==> config.mk <==
export PLATFORM = sky130hd
export DESIGN_NAME = xbar_reach_eval
export DESIGN_NICKNAME = d
export VERILOG_FILES = /design/src/rtl/xbar_reach_pkg.sv /design/src/rtl/xb_cell_array.sv /design/src/rtl/xb_link_net.sv /design/src/rtl/xb_step_ctrl.sv /design/src/rtl/xbar_reach_eval.sv
export SDC_FILE = /design/constraint.sdc
export NUM_CORES = 1
export LEC_CHECK = 0
export ABC_AREA = 1
export BUFFER_PORTS_ARGS = -buffer_cell sky130_fd_sc_hd__buf_2
export CAP_MARGIN = 20
export CORE_MARGIN = 5
export CORE_UTILIZATION = 30
export CTS_BUF_LIST = sky130_fd_sc_hd__clkbuf_16
export CTS_CLUSTER_DIAMETER = 100
export CTS_CLUSTER_SIZE = 24
export DETAILED_ROUTE_END_ITERATION = 10
export PLACE_DENSITY = 0.42
export SETUP_SLACK_MARGIN = 0.5
export SYNTH_ARGS = -nofsm -noshare
export SYNTH_HDL_FRONTEND = slang
export SYNTH_HIERARCHICAL = 1
export SYNTH_SLANG_ARGS = --single-unit
==> constraint.sdc <==
create_clock -name clk -period 4.7 [get_ports clk]
set_input_delay 0.705 -clock clk [delete_from_list [all_inputs] [get_ports clk]]
set_output_delay 0.705 -clock clk [all_outputs]
set_load 0.02 [all_outputs]
==> src/rtl/xbar_reach_pkg.sv <==
package xbar_reach_pkg;
  function automatic int idx_bits(input int n);
    return (n <= 2) ? 1 : $clog2(n);
  endfunction
endpackage

==> src/rtl/xb_cell_array.sv <==
module xb_cell_array #(
  parameter int ROWS  = 4,
  parameter int COLS  = 4,
  parameter int TILES = 4,
  parameter int TW    = 2,
  parameter int RW    = 2
) (
  input  logic                  clk,
  input  logic                  wr_en,
  input  logic [TW-1:0]         wr_tile,
  input  logic [RW-1:0]         wr_row,
  input  logic [COLS-1:0]       wr_bits,
  input  logic [TILES*ROWS-1:0] row_act,
  input  logic [TILES*COLS-1:0] col_act,
  output logic [TILES*ROWS-1:0] row_hit,
  output logic [TILES*COLS-1:0] col_hit
);
  logic [COLS-1:0] mem [TILES][ROWS];

  always_ff @(posedge clk) begin
    if (wr_en && (int'(wr_tile) < TILES) && (int'(wr_row) < ROWS))
      mem[wr_tile][wr_row] <= wr_bits;
  end

  for (genvar t = 0; t < TILES; t++) begin : g_tile
    for (genvar r = 0; r < ROWS; r++) begin : g_row
      assign row_hit[t*ROWS+r] = |(mem[t][r] & col_act[t*COLS +: COLS]);
    end
    for (genvar c = 0; c < COLS; c++) begin : g_col
      logic acc;
      always_comb begin
        acc = 1'b0;
        for (int r = 0; r < ROWS; r++)
          acc = acc | (mem[t][r][c] & row_act[t*ROWS+r]);
      end
      assign col_hit[t*COLS+c] = acc;
    end
  end
endmodule

==> src/rtl/xb_link_net.sv <==
module xb_link_net #(
  parameter int ROWS  = 4,
  parameter int COLS  = 4,
  parameter int NR    = 2,
  parameter int NC    = 2,
  parameter int NH    = 4,
  parameter int NL    = 8,
  parameter int LW    = 3,
  parameter int NRW   = 16,
  parameter int NCW   = 16
) (
  input  logic           clk,
  input  logic           rst,
  input  logic           wr_en,
  input  logic [LW-1:0]  wr_idx,
  input  logic           wr_val,
  input  logic [NRW-1:0] row_act,
  input  logic [NCW-1:0] col_act,
  output logic [NRW-1:0] row_hit,
  output logic [NCW-1:0] col_hit
);
  logic [NL-1:0] link_q;

  always_ff @(posedge clk) begin
    if (rst) link_q <= '0;
    else if (wr_en && (int'(wr_idx) < NL)) link_q[wr_idx] <= wr_val;
  end

  always_comb begin
    row_hit = '0;
    for (int ti = 0; ti < NR; ti++)
      for (int tj = 0; tj < NC-1; tj++)
        for (int e = 0; e < 2; e++) begin
          int a, b;
          a = (ti*NC + tj) * ROWS + ((e == 1) ? ROWS-1 : 0);
          b = a + ROWS;
          if (link_q[2*(ti*(NC-1)+tj)+e]) begin
            row_hit[a] = row_hit[a] | row_act[b];
            row_hit[b] = row_hit[b] | row_act[a];
          end
        end
  end

  always_comb begin
    col_hit = '0;
    for (int ti = 0; ti < NR-1; ti++)
      for (int tj = 0; tj < NC; tj++)
        for (int e = 0; e < 2; e++) begin
          int a, b;
          a = (ti*NC + tj) * COLS + ((e == 1) ? COLS-1 : 0);
          b = a + NC*COLS;
          if (link_q[NH + 2*(ti*NC+tj)+e]) begin
            col_hit[a] = col_hit[a] | col_act[b];
            col_hit[b] = col_hit[b] | col_act[a];
          end
        end
  end
endmodule

==> src/rtl/xb_step_ctrl.sv <==
module xb_step_ctrl #(
  parameter int NRW   = 16,
  parameter int NCW   = 16,
  parameter int NW    = 4,
  parameter int LIMIT = 32,
  parameter int CW    = 6
) (
  input  logic           clk,
  input  logic           rst,
  input  logic           start,
  input  logic [NRW-1:0] src_rows,
  input  logic [NW-1:0]  out_row,
  input  logic [NRW-1:0] row_hit,
  input  logic [NCW-1:0] col_hit,
  output logic [NRW-1:0] row_act,
  output logic [NCW-1:0] col_act,
  output logic           busy,
  output logic           done,
  output logic           reached
);
  logic [NRW-1:0] row_nx;
  logic [NCW-1:0] col_nx;
  logic [CW-1:0]  steps;
  logic [NW-1:0]  sel_q;
  logic           settled, spent;

  assign row_nx  = row_act | row_hit;
  assign col_nx  = col_act | col_hit;
  assign settled = (row_nx == row_act) && (col_nx == col_act);
  assign spent   = (steps == CW'(LIMIT-1));

  always_ff @(posedge clk) begin
    if (rst) begin
      row_act <= '0;
      col_act <= '0;
      busy    <= 1'b0;
      done    <= 1'b0;
      reached <= 1'b0;
      steps   <= '0;
      sel_q   <= '0;
    end else begin
      done <= 1'b0;
      if (!busy) begin
        if (start) begin
          row_act <= src_rows;
          col_act <= '0;
          busy    <= 1'b1;
          steps   <= '0;
          sel_q   <= out_row;
        end
      end else begin
        row_act <= row_nx;
        col_act <= col_nx;
        steps   <= steps + 1'b1;
        if (settled || spent) begin
          busy    <= 1'b0;
          done    <= 1'b1;
          reached <= row_nx[sel_q];
        end
      end
    end
  end
endmodule

==> src/rtl/xbar_reach_eval.sv <==
module xbar_reach_eval
  import xbar_reach_pkg::*;
#(
  parameter int TILE_ROWS = 4,
  parameter int TILE_COLS = 4,
  parameter int NET_ROWS  = 2,
  parameter int NET_COLS  = 2,
  localparam int NT    = NET_ROWS * NET_COLS,
  localparam int NRW   = NT * TILE_ROWS,
  localparam int NCW   = NT * TILE_COLS,
  localparam int NH    = NET_ROWS * (NET_COLS-1) * 2,
  localparam int NV    = (NET_ROWS-1) * NET_COLS * 2,
  localparam int NL    = NH + NV,
  localparam int TW    = idx_bits(NT),
  localparam int RW    = idx_bits(TILE_ROWS),
  localparam int LW    = idx_bits(NL),
  localparam int NW    = idx_bits(NRW),
  localparam int LIMIT = NRW + NCW,
  localparam int CW    = idx_bits(LIMIT + 1)
) (
  input  logic                 clk,
  input  logic                 rst,
  input  logic                 cell_we,
  input  logic [TW-1:0]        cell_tile,
  input  logic [RW-1:0]        cell_row,
  input  logic [TILE_COLS-1:0] cell_bits,
  input  logic                 link_we,
  input  logic [LW-1:0]        link_idx,
  input  logic                 link_val,
  input  logic                 start,
  input  logic [NRW-1:0]       src_rows,
  input  logic [NW-1:0]        out_row,
  output logic                 busy,
  output logic                 done,
  output logic                 reached
);
  logic [NRW-1:0] row_act, cell_row_hit, link_row_hit;
  logic [NCW-1:0] col_act, cell_col_hit, link_col_hit;

  xb_cell_array #(
    .ROWS(TILE_ROWS), .COLS(TILE_COLS), .TILES(NT), .TW(TW), .RW(RW)
  ) u_cells (
    .clk(clk), .wr_en(cell_we && !busy), .wr_tile(cell_tile),
    .wr_row(cell_row), .wr_bits(cell_bits),
    .row_act(row_act), .col_act(col_act),
    .row_hit(cell_row_hit), .col_hit(cell_col_hit)
  );

  xb_link_net #(
    .ROWS(TILE_ROWS), .COLS(TILE_COLS), .NR(NET_ROWS), .NC(NET_COLS),
    .NH(NH), .NL(NL), .LW(LW), .NRW(NRW), .NCW(NCW)
  ) u_links (
    .clk(clk), .rst(rst), .wr_en(link_we && !busy), .wr_idx(link_idx),
    .wr_val(link_val), .row_act(row_act), .col_act(col_act),
    .row_hit(link_row_hit), .col_hit(link_col_hit)
  );

  xb_step_ctrl #(
    .NRW(NRW), .NCW(NCW), .NW(NW), .LIMIT(LIMIT), .CW(CW)
  ) u_ctrl (
    .clk(clk), .rst(rst), .start(start), .src_rows(src_rows),
    .out_row(out_row), .row_hit(cell_row_hit | link_row_hit),
    .col_hit(cell_col_hit | link_col_hit),
    .row_act(row_act), .col_act(col_act),
    .busy(busy), .done(done), .reached(reached)
  );
endmodule

Yosys cells after proc, flatten, opt, wreduce, memory -nomap -nowiden
Memories as Yosys holds them, arrays and structs flattened. Cells that the tools add are included.

Register bits after elaboration: 53. RAM bits: 64. Input port bits: 37. Output and inout port bits: 3. Memories kept: 1.

$add $sub $neg: 1. $lt $le $gt $ge: 5. Equality and inequality tests: 3. Multiplexer cells: 35. Bitwise operators: 134. Reductions and logical operators: 27.

Memory list: u_cells.mem (depth 4, bits a word 16, rd ports 4, clocked after Yosys merged registers in 0, write ports 1, line xb_cell_array.sv:18) `logic [COLS-1:0] mem [TILES][ROWS];`.

Operators by type and width (count): $mux W16 (5); $and A1 B1 Y1 (64); $and A4 B4 Y4 (16); $or A16 B16 Y16 (4); $reduce_or A4 Y1 (16); $or A1 B1 Y1 (48); $eq A16 B16 Y1 (2); $mux W1 (23); $mux W6 (2); $bwmux W8 (1); $demux W4 S2 (1); $add A6 B1 Y6 const B (1); $eq A6 B5 Y1 const B (1); $logic_and A1 B1 Y1 (5); $lt A4 B5 Y1 const B (1); $bmux W1 S4 (1); $lt A3 B4 Y1 const B (1); $mux W4 (1); $reduce_and A2 Y1 (2); $demux W1 S3 (1); $ge A3 B1 Y1 const B (1); $ge A3 B3 Y1 const B (1); $lt A3 B1 Y1 const B (1); $not A2 Y3 (1); 5 further kinds (5).

Logic depth before layout (Yosys ltp)
An unclocked memory read counts as a cell.

Depth in word-level cells: 12. Depth in mapped cells: 17.

Cells and area by module
The synthesis kept the hierarchy.

Modules (own cells, without submodules): xb_cell_array (instances 1, cells an instance 396, area an instance 3233.1 µm²); xb_step_ctrl (instances 1, cells an instance 345, area an instance 2210.9 µm²); xb_link_net (instances 1, cells an instance 103, area an instance 601.8 µm²); xbar_reach_eval (instances 1, cells an instance 100, area an instance 375.4 µm²).

Worst setup path before layout
OpenSTA, ideal clock, no wires.

Path type: input port to flip-flop. Start: input cell_we. End: memory u_cells/mem[0][10] (netlist bit) (enable). Arrival: 1275 ps. Path slack: 3096 ps. Stages: 4. Cell sequence: inv_1 nor2_1 nand3_1 nor2_1.

Word-level cells in the longest chain between the ends: 3.

Ends and longest elaborated chain: from (decl) (line xbar_reach_eval.sv:23) `input logic cell_we,`; $logic_and A1 B1 Y1 (line xbar_reach_eval.sv:43) `.clk(clk), .wr_en(cell_we && !busy), .wr_tile(cell_tile),`; $mux W1 (line xb_cell_array.sv:21) `if (wr_en && (int'(wr_tile) < TILES) && (int'(wr_row) < ROWS))`; $mux W16 (implied by the code) (line xb_cell_array.sv:22) `mem[wr_tile][wr_row] <= wr_bits;`; to (decl) (line xb_cell_array.sv:18).

No other way between the ends.

Final worst setup path
Start: register u_ctrl.busy. End: output busy.

RTL lines: from (decl) (line xb_step_ctrl.sv:17) `output logic busy,`; from (signal assigned) (line xb_step_ctrl.sv:36) `busy <= 1'b0;`; from (signal assigned) (line xb_step_ctrl.sv:47) `busy <= 1'b1;`; from (signal assigned) (line xb_step_ctrl.sv:56) `busy <= 1'b0;`; to (decl) (line xbar_reach_eval.sv:33) `output logic busy,`.

No word-level cell between the ends.

==> flow_summary.yaml <==
status:
  outcome: "finished clean"
synth:
  seq_area_frac_synth_pct: 46.5
  synth-seq-cells: 117
  synth_cells: 944
  synthDistinctLibCells: 24
  synth-edff-count: 64
  ys.flop_type: "edfxtp_1"
  synth_area_mm2: 0.00642
  synth_warnings: 6
  avgSynthCellArea_um2: 6.80
  async_reset_ff_share_pct: 0
placement:
  dpl-instance-area_mm2: 0.00674
  port_buffers: 39
  place_inst: 1233
  gp_congestion: 0.761
  dp_hpwl_um: 12800
timing:
  setup_violations: 0
  timing_hold_violations_final: 0
  layout_min_cycle_time_ns: 1.99
  tightest_slew_ns: 0.548
  slew_headroom_pct: 63.5
  finalMaxSlewViolations: 0
  maxClockFrequency_mhz: 503
  fin_crit_sh_pct: 42.3
  tns_ns: 0
  clock_skew_ns: 0.0110
  rsz0062_at_grt: "false"
global_routing:
  antenna_found_initial: 0
  grt_pass1_vias: 5110
  grt_pass1_wl_um: 27200
  gr-total-overflow: 0
  grt_usage_pct: 14.5
  grt_start_max_net_pins: 28
die:
  io_pins: 40
  die_y_um: 156
  dieArea_mm2: 0.0244
  fp.coreArea_mm2: 0.0210
  die_width_um: 156
  initial_core_util_pct: 30.5
  rows: 53
route:
  wire_per_inst_um: 13.5
  first_pass_iters: 5
  wirelength_um: 17000
  ant_nets: 0
  drc: 0
  vias: 5268
  drtIter0Drc: 280
  via_per_inst: 4.16
pwr:
  power_density_mw_per_mm2: 377
  p_leak_nw: 3.46
  peakVddDrop_mv: 0.201
  total_power_w: 0.00277
finish:
  final_cells: 1265
  area_delta_synth_final_pct: 14.4
  final_core_util_pct: 34.9
  fin_area_mm2: 0.00734
  antenna_cells: 0
  drive_gt1_share_pct: 8.38
  layout.nets: 1015
clock_network:
  cts-resized-gates: 0
  root_buffer: "clkbuf_16"
  cts_num_sinks: 117
  cts_inserted_buffers: 17
  cts_tree: "done"
  clkTransAtPathRegs_ns: 0.06
  post_cts_buffers: 0
  clk_path_buf_depth: 2
  htreeDepth: 4
  worstSkewPairLatency_ns: 0.42
  cts_hold_buf: 0
critical_path:
  cp.arrival_ns: 1.28
  ff2ff_path_depth: 9
  cp.required_ns: 3.99
  crit_path_end_kind: "primary output"
  ff2ff_setup_slack_ns: 2.79
  cp_max_fo: 27
  crit_type: "reg2out"
  cp-start-kind: "register"
hold_path:
  hp-class: "reg2reg"
  whs_path_depth: 2
flow_run:
  max_cap_violations: 0
## sequential cells by signal, summed over array words and instances, names as in the netlist
signal and flops:
u_cells/mem 64, u_ctrl/col_act 16, u_ctrl/row_act 16, u_links/link_q 8
u_ctrl/steps 6, u_ctrl/sel_q 4, u_ctrl/busy 1, u_ctrl/done 1
u_ctrl/reached 1
## layer usage
layer	track usage (%)	vias up	wire, um
met5	0	-	0
met4	4.05	0	192
met3	3.07	12	547
met2	21.6	71	7230
met1	21.2	2330	9070
li1	-	2855	-
## layout by cell type, fill, tap and decap left out, drive strengths merged
cell type / netlist / layout
a211oi: 1 / 1
a21oi: 47 / 47
and3: 1 / 1
buf: 35 / 40
bufinv: 0 / 2
clkbuf: 6 / 17
clkinv: 2 / 4
clkinvlp: 0 / 2
conb: 1 / 16
dfxtp: 53 / 53
edfxtp: 64 / 64
ha: 1 / 1
inv: 199 / 208
nand2: 381 / 381
nand3: 26 / 26
nand3b: 1 / 1
nor2: 81 / 81
nor3: 2 / 2
nor3b: 1 / 1
o21ai: 42 / 42
## where the power goes
group	leakage [nW]	switching (W)	internal (W)
combinational	2.15	0.000184	0.0000974
sequential	1.01	0.0000505	0.00111
clock	0.295	0.000524	0.000805
## cells in the mapped netlist, types with 2 or more instances
| cell | count | area, um^2 |
|---|---|---|
| dfxtp_1 | 53 | 1060 |
| clkbuf_1 | 6 | 22.5 |
| nand2_1 | 380 | 1430 |
| a21oi_1 | 47 | 235 |
| inv_1 | 194 | 728 |
| inv_2 | 4 | 15.0 |
| clkinv_1 | 2 | 7.51 |
| o21ai_0 | 42 | 210 |
| buf_4 | 34 | 255 |
| edfxtp_1 | 64 | 1920 |
| nand3_1 | 26 | 130 |
| nor3_1 | 2 | 10.0 |
| nor2_2 | 3 | 18.8 |
| nor2_1 | 77 | 289 |
## per-stage QoR
stage	setup slack, ns	hold slack [ns]
after floorplan	3.10	0.447
after global placement	2.59	0.456
after detailed placement	2.54	0.457
after CTS	2.66	0.465
after global routing	2.59	0.508
final	2.71	0.463
## kinds of logic (layout without fill, tap and decap cells)
group / count (synthesis) / count (layout) / synth area share [%]
fa+ha+maj: 1 / 1 / 0.195
simple gates: 493 / 493 / 29.9
buf+inv: 242 / 273 / 16.3
flops: 117 / 117 / 46.5
other cells: 1 / 16 / 0.0584
compound gates: 90 / 90 / 7.13
## layout make-up
cell class	count	area (um^2)
Tap cell	275	344
Clock inverter	15	184
Fill cell	2311	13700
Sequential cell	117	2980
Timing Repair Buffer	40	203
Multi-Input combinational cell	600	2450
Inverter	201	757
Clock buffer	17	425
## path summary, 6_finish.rpt
kind,startpoint,end
setup / recovery,u_ctrl/busy$_SDFF_PP0_,busy
hold / removal,u_ctrl/reached$_SDFFE_PP0P_,u_ctrl/reached$_SDFFE_PP0P_
setup reg to reg,u_ctrl/busy$_SDFF_PP0_,u_ctrl/steps[5]$_SDFFE_PP0P_
hold reg to reg,u_ctrl/reached$_SDFFE_PP0P_,u_ctrl/reached$_SDFFE_PP0P_
## critical path, cell delays in order, from the launching register on
cell and delay, ns:
dfxtp_1 0.31, buf_4 0.32, buf_2 0.24
No activity file was read; power rests on OpenSTA's default activity.
